[config.mk]
export PLATFORM = sky130hd
export DESIGN_NAME = irq_route_top
export DESIGN_NICKNAME = d
export VERILOG_FILES = /design/src/rtl/irq_route_pkg.sv /design/src/rtl/irq_bus_decode.sv /design/src/rtl/irq_req_sampler.sv /design/src/rtl/irq_mask_regs.sv /design/src/rtl/irq_route_combine.sv /design/src/rtl/irq_route_top.sv
export SDC_FILE = /design/constraint.sdc
export NUM_CORES = 1
export LEC_CHECK = 0
export ABC_AREA = 0
export BUFFER_PORTS_ARGS = -buffer_cell sky130_fd_sc_hd__buf_4
export CAP_MARGIN = 5
export CORE_ASPECT_RATIO = 0.7
export CORE_UTILIZATION = 56
export CTS_BUF_LIST = sky130_fd_sc_hd__clkbuf_2 sky130_fd_sc_hd__clkbuf_4 sky130_fd_sc_hd__clkbuf_8
export DETAILED_ROUTE_END_ITERATION = 8
export MAX_ROUTING_LAYER = met4
export PLACE_DENSITY_LB_ADDON = 0.25
export SYNTH_ARGS = -nofsm -noshare
export SYNTH_HDL_FRONTEND = slang
export SYNTH_SLANG_ARGS = --single-unit
[constraint.sdc]
create_clock -name clk -period 3.8 [get_ports clk]
set_input_delay 0.19 -clock clk [delete_from_list [all_inputs] [get_ports clk]]
set_output_delay 0.19 -clock clk [all_outputs]
set_load 0.02 [all_outputs]
[src/rtl/irq_route_pkg.sv]
package irq_route_pkg;

    // Register byte offsets; software depends on these values.
    localparam int unsigned OFF_RAW    = 32'h08;
    localparam int unsigned OFF_SELECT = 32'h0C;
    localparam int unsigned OFF_ENABLE = 32'h10;
    localparam int unsigned OFF_CLEAR  = 32'h14;

    typedef enum logic [2:0] {
        REG_NONE,
        REG_RAW,
        REG_SELECT,
        REG_ENABLE,
        REG_CLEAR
    } reg_id_e;

endpackage

[src/rtl/irq_bus_decode.sv]
module irq_bus_decode
    import irq_route_pkg::*;
#(
    parameter int ADDR_W = 8
) (
    input  logic [ADDR_W-1:0] addr_i,
    input  logic              wr_i,
    output reg_id_e           reg_o,
    output logic              we_set_o,
    output logic              we_clr_o,
    output logic              we_sel_o
);

    always_comb begin
        reg_o = REG_NONE;
        if (addr_i == ADDR_W'(OFF_RAW))    reg_o = REG_RAW;
        if (addr_i == ADDR_W'(OFF_SELECT)) reg_o = REG_SELECT;
        if (addr_i == ADDR_W'(OFF_ENABLE)) reg_o = REG_ENABLE;
        if (addr_i == ADDR_W'(OFF_CLEAR))  reg_o = REG_CLEAR;
    end

    assign we_set_o = wr_i && (reg_o == REG_ENABLE);
    assign we_clr_o = wr_i && (reg_o == REG_CLEAR);
    assign we_sel_o = wr_i && (reg_o == REG_SELECT);

endmodule

[src/rtl/irq_req_sampler.sv]
module irq_req_sampler #(
    parameter int N = 32
) (
    input  logic         clk,
    input  logic         rst_n,
    input  logic [N-1:0] hw_i,
    input  logic [N-1:0] sw_i,
    output logic [N-1:0] req_now_o,
    output logic [N-1:0] req_q_o
);

    typedef struct packed {
        logic [N-1:0] req;
    } samp_t;

    samp_t s_d, s_q;

    always_comb begin
        req_now_o = hw_i | sw_i;
        s_d       = s_q;
        s_d.req   = req_now_o;
    end

    always_ff @(posedge clk or negedge rst_n) begin
        if (!rst_n) s_q <= '0;
        else        s_q <= s_d;
    end

    assign req_q_o = s_q.req;

endmodule

[src/rtl/irq_mask_regs.sv]
module irq_mask_regs #(
    parameter int N = 32
) (
    input  logic         clk,
    input  logic         rst_n,
    input  logic [N-1:0] set_i,
    input  logic [N-1:0] clr_i,
    input  logic         sel_we_i,
    input  logic [N-1:0] sel_wdata_i,
    output logic [N-1:0] en_o,
    output logic [N-1:0] route_o
);

    typedef struct packed {
        logic [N-1:0] en;
        logic [N-1:0] route;
    } mask_t;

    mask_t m_d, m_q;

    always_comb begin
        m_d = m_q;
        // clear has precedence over set on the same bit
        m_d.en = (m_q.en | set_i) & ~clr_i;
        if (sel_we_i) m_d.route = sel_wdata_i;
    end

    always_ff @(posedge clk or negedge rst_n) begin
        if (!rst_n) m_q <= '0;
        else        m_q <= m_d;
    end

    assign en_o    = m_q.en;
    assign route_o = m_q.route;

    assert_clear_wins_R4: assert property (@(posedge clk) disable iff (!rst_n)
        (|clr_i) |=> ((m_q.en & $past(clr_i)) == '0));

    assert_set_takes_R3: assert property (@(posedge clk) disable iff (!rst_n)
        (|(set_i & ~clr_i)) |=> ((m_q.en & $past(set_i & ~clr_i)) == $past(set_i & ~clr_i)));

    assert_route_hold_R5: assert property (@(posedge clk) disable iff (!rst_n)
        !sel_we_i |=> $stable(m_q.route));

endmodule

[src/rtl/irq_route_combine.sv]
module irq_route_combine #(
    parameter int N = 32
) (
    input  logic         clk,
    input  logic         rst_n,
    input  logic [N-1:0] req_i,
    input  logic [N-1:0] en_i,
    input  logic [N-1:0] route_i,
    output logic         fiq_o,
    output logic         irq_o
);

    typedef struct packed {
        logic fiq;
        logic irq;
    } out_t;

    out_t o_d, o_q;
    logic [N-1:0] fast_hit, norm_hit;

    for (genvar i = 0; i < N; i++) begin : g_line
        assign fast_hit[i] = req_i[i] & en_i[i] &  route_i[i];
        assign norm_hit[i] = req_i[i] & en_i[i] & ~route_i[i];
    end

    always_comb begin
        o_d     = o_q;
        o_d.fiq = |fast_hit;
        o_d.irq = |norm_hit;
    end

    always_ff @(posedge clk or negedge rst_n) begin
        if (!rst_n) o_q <= '0;
        else        o_q <= o_d;
    end

    assign fiq_o = o_q.fiq;
    assign irq_o = o_q.irq;

    assert_fiq_needs_fast_line_R7: assert property (@(posedge clk) disable iff (!rst_n)
        $rose(o_q.fiq) |-> $past(|(en_i & route_i & req_i)));

    assert_irq_needs_norm_line_R7: assert property (@(posedge clk) disable iff (!rst_n)
        $rose(o_q.irq) |-> $past(|(en_i & ~route_i & req_i)));

    assert_no_request_no_output_R8: assert property (@(posedge clk) disable iff (!rst_n)
        (req_i == '0) |=> (!o_q.fiq && !o_q.irq));

endmodule

[src/rtl/irq_route_top.sv]
module irq_route_top
    import irq_route_pkg::*;
#(
    parameter int N      = 32,
    parameter int ADDR_W = 8
) (
    input  logic              clk,
    input  logic              rst_n,
    input  logic [N-1:0]      hw_req_i,
    input  logic [N-1:0]      sw_req_i,
    input  logic [ADDR_W-1:0] bus_addr_i,
    input  logic              bus_wr_i,
    input  logic [N-1:0]      bus_wdata_i,
    output logic [N-1:0]      bus_rdata_o,
    output logic              fiq_o,
    output logic              irq_o
);

    reg_id_e      reg_id;
    logic         we_set, we_clr, we_sel;
    logic [N-1:0] req_now, req_q;
    logic [N-1:0] en, route;
    logic [N-1:0] set_vec, clr_vec;

    irq_bus_decode #(.ADDR_W(ADDR_W)) u_dec (
        .addr_i   (bus_addr_i),
        .wr_i     (bus_wr_i),
        .reg_o    (reg_id),
        .we_set_o (we_set),
        .we_clr_o (we_clr),
        .we_sel_o (we_sel)
    );

    irq_req_sampler #(.N(N)) u_samp (
        .clk       (clk),
        .rst_n     (rst_n),
        .hw_i      (hw_req_i),
        .sw_i      (sw_req_i),
        .req_now_o (req_now),
        .req_q_o   (req_q)
    );

    assign set_vec = we_set ? bus_wdata_i : '0;
    assign clr_vec = we_clr ? bus_wdata_i : '0;

    irq_mask_regs #(.N(N)) u_mask (
        .clk         (clk),
        .rst_n       (rst_n),
        .set_i       (set_vec),
        .clr_i       (clr_vec),
        .sel_we_i    (we_sel),
        .sel_wdata_i (bus_wdata_i),
        .en_o        (en),
        .route_o     (route)
    );

    irq_route_combine #(.N(N)) u_comb (
        .clk     (clk),
        .rst_n   (rst_n),
        .req_i   (req_now),
        .en_i    (en),
        .route_i (route),
        .fiq_o   (fiq_o),
        .irq_o   (irq_o)
    );

    always_comb begin
        unique case (reg_id)
            REG_RAW:    bus_rdata_o = req_q;
            REG_SELECT: bus_rdata_o = route;
            REG_ENABLE: bus_rdata_o = en;
            default:    bus_rdata_o = '0;
        endcase
    end

    assert_clear_reads_zero_R4: assert property (@(posedge clk) disable iff (!rst_n)
        (bus_addr_i == ADDR_W'(OFF_CLEAR)) |-> (bus_rdata_o == '0));

    assert_unmapped_write_inert_R9: assert property (@(posedge clk) disable iff (!rst_n)
        (bus_wr_i && reg_id == REG_NONE) |=> ($stable(en) && $stable(route)));

endmodule

==> impl_metrics.csv <==
group,metric,value,unit
synthesis,synth_common_cells,"dfrtp_1, a21oi_1, inv_1, or2_2",
floorplanning,die-area,0.008631,mm^2
timing,hold_viol,0,
critical_path,cp.required,3610,ps
pwr,p_int,1.512,mW
placed_design,place.gp.congestion,0.9217,
finish,fillers,531,
floorplanning,die_h,78.03,um
critical_path,timing.rr.start,"u_mask.en_o[7]$_DFF_PN0_",
flow_run,max-cap-violations,0,
pwr,p_seq_share,55.6,%
cts,cts_root_buffer,"clkbuf_8",
cts,cts_setup_buffers,0,
global_routing,grt_antenna_before_repair,0,
synthesis,synth_ff_type,"dfrtp_1",
cts,clock_latency,370,ps
synthesis,synth_top_area_share,53.03,%
critical_path,critPathArrivalTime,2020,ps
synthesis,syn-num-nets,531,
timing,worst_pin_slew,773.6,ps
placed_design,dp_slack,1618,ps
critical_path,critical_path_class,"primary input to output pin",
synthesis,synth-seq-cells,98,
worst_hold_path,worstHoldStart,"hw_req_i[14]",
floorplanning,io-pin-count,141,
floorplanning,row_count,27,
timing,slew_headroom,48.43,%
timing,min_period_over_period,58.22,%
finish,layout-drive-gt1-share,40.14,%
finish,area_delta_synth_final,33.04,%
pwr,p_per_area,333.1,mW/mm^2
synthesis,synthTopCellsByArea,"dfrtp_1, mux2_4, a21oi_1, a222oi_1, or2_2",
placed_design,post-dp-hpwl,9151,um
synthesis,yosysUniqueCellTypes,25,
cts,cts_max_level,3,
worst_hold_path,hp-class,"primary input to flip-flop",
timing,rsz0062_at_grt,"false",
drt,vias,4243,
timing,fin_ws,1588,ps
timing,tns,0,ps
pwr,p_sw,0.5370,mW
synthesis,async_reset_ff_share,100.0,%
critical_path,crit_path_frequent_cell,"buf_4",
timing,slew_violations,0,
floorplanning,coreArea,0.007939,mm^2
pwr,pwr-share-clk,31.1,%
critical_path,worstPathMaxFanout,32,
synthesis,syn_area,0.004624,mm^2
cts,cts.sinks,98,
pwr,max-vdd-ir-drop,0.0002067,V
critical_path,cpMaxStageDelayCell,"or3_4",
finish,n_antenna_cell,0,
floorplanning,start_util,58.25,%
critical_path,worstSetupStartpoint,"bus_addr_i[5]",
drt,dr.first_iter.drc_count,499,
critical_path,max_stage_delay,410,ps
run_status,outcome,"complete, no violations",
synthesis,syn_area_per_cell,10.91,um^2
drt,antenna_left,0,
finish,final_nets,690,
global_routing,grt_start_max_net_pins,62,
finish,regArea,0.002452,mm^2
critical_path,crit_chain,"buf_4, or3_4, or3b_4, nor2_4, buf_4, a222oi_1, inv_1, buf_4",
cts,cts_tree,"done",
drt,vias_per_cell,6.158,
pwr,combPwrFrac,13.2,%
synthesis,synth.most_common_cell,"dfrtp_1",
global_routing,grt_pass1_wl,21290,um
cts,cts_buffers,9,
critical_path,cp-start-kind,"primary input",
global_routing,grt_pass1_vias,4167,
cts,clk_pin_slew,110,ps
global_routing,overflow,0,
synthesis,yosys_warnings,0,
cts,clk_path_buf_depth,2,
pwr,switching_share,26.21,%
critical_path,cp-end-kind,"output pin",
floorplanning,dieWidth,110.6,um
critical_path,critPathBufInv,4,
finish,multiInputGateArea,0.001937,mm^2
global_routing,grt_usage,33.01,%
timing,period_needed,2212,ps
pwr,leakagePower,3.130,nW
critical_path,cpLargestDelayFamily,"simple AND/OR/NAND/NOR gates",
placed_design,portBuffers,140,
cts,cts_resized,0,
synthesis,synth.largest_area_cell,"dfrtp_1",
synthesis,ys_seq_area_share,53.03,%
drt,drc,0,
synthesis,syn_inst,424,
timing,finalSetupViolations,0,
timing,finalClockSkew,15.97,ps
cts,hold_buffers,19,
drt,firstDrtPassIters,6,
synthesis,synth_edf_count,0,
drt,routed_wl,13370,um
drt,wl_per_cell,19.41,um
timing,fmax,452.0,MHz
## power by group through the flow
stage	Clock, mW	Combinational (mW)	Sequential, mW
CTS	0.649	0.270	1.14
finish	0.637	0.272	1.14
detailed placement	0	0.254	1.16
global placement	0	0.245	1.16
floorplan	0	0.0907	1.15
global route	0.690	0.294	1.15
## final timing paths
path,cells past startpoint,slack [ps],end
hold reg to reg,2,560,u_mask.en_o[12]$_DFF_PN0_
setup / recovery,8,1590,bus_rdata_o[13]
setup reg to reg,4,2320,u_comb.fiq_o$_DFF_PN0_
hold / removal,2,10,u_samp.req_q_o[14]$_DFF_PN0_
max in group asynchronous,3,2370,u_samp.req_q_o[19]$_DFF_PN0_
min in group asynchronous,2,430,u_mask.en_o[6]$_DFF_PN0_
## worst register-to-register path, cell delays in order, from the launching register on
cell,delay (ps)
dfrtp_1,410
o21ai_0,210
o2111ai_1,160
nor4_1,470
nand2_1,90
## cell families (layout without fill, tap and decap cells)
kind of cell / Yosys count / in the layout / share of synthesized area [%]
compound gates: 151 / 151 / 20.81
buf+inv: 59 / 223 / 5.465
flops: 98 / 98 / 53.03
mux: 32 / 32 / 10.23
simple gates: 84 / 84 / 10.47
## layout by cell type (no fill, tap or decap), types with 2 or more instances in the layout
master,Yosys,final
clkbuf_8,0,10
mux2_2,2,2
buf_4,0,148
inv_1,40,40
nor2_1,10,9
a21oi_1,64,64
o22ai_1,16,16
nand4_1,3,3
mux2_4,30,30
or2_2,33,33
inv_6,0,3
a222oi_1,32,32
nand3_1,26,26
nand2_1,2,2
dfrtp_1,98,98
o21ai_0,32,32
nor4_1,3,2
o2111ai_1,7,7
dlygate4sd3_1,0,19
## sequential cells by signal (all words and copies together) (netlist names)
name	flops
u_samp.req_q_o	32
u_mask.route_o	32
u_comb.fiq_o	1
u_mask.en_o	32
u_comb.irq_o	1
## metrics by stage
step	utilization, %	area (um^2)	std cells	hold WS (ps)	power (mW)
2_1_floorplan	-	4624	424	-105.6	1.244
3_3_place_gp	72.77	5777	654	303.1	1.401
3_5_place_dp	72.77	5777	654	313.5	1.413
4_1_cts	77.49	6152	689	0.4819	2.058
5_1_grt	77.49	6152	689	2.580	2.130
6_report	77.49	6152	689	10.45	2.049
## layout make-up
class | count | area share (%)
repair buffers | 167 | 21.15
well taps | 101 | 2.054
clock buffers | 10 | 2.237
flip-flops and latches | 98 | 39.86
clock inverters | 6 | 0.7728
multi-input cells | 267 | 31.48
inverters | 40 | 2.441
## per-layer routing
metal	up-vias	GRT usage (%)	wire length [um]	share of wire [%]
li1	1902	-	-	-
met5	-	-	0	0
met4	0	8.933	168	1.3
met2	266	50.00	6298	47
met3	18	6.950	1293	9.7
met1	2057	45.79	5612	42
Power figures use the tool's default switching activity.
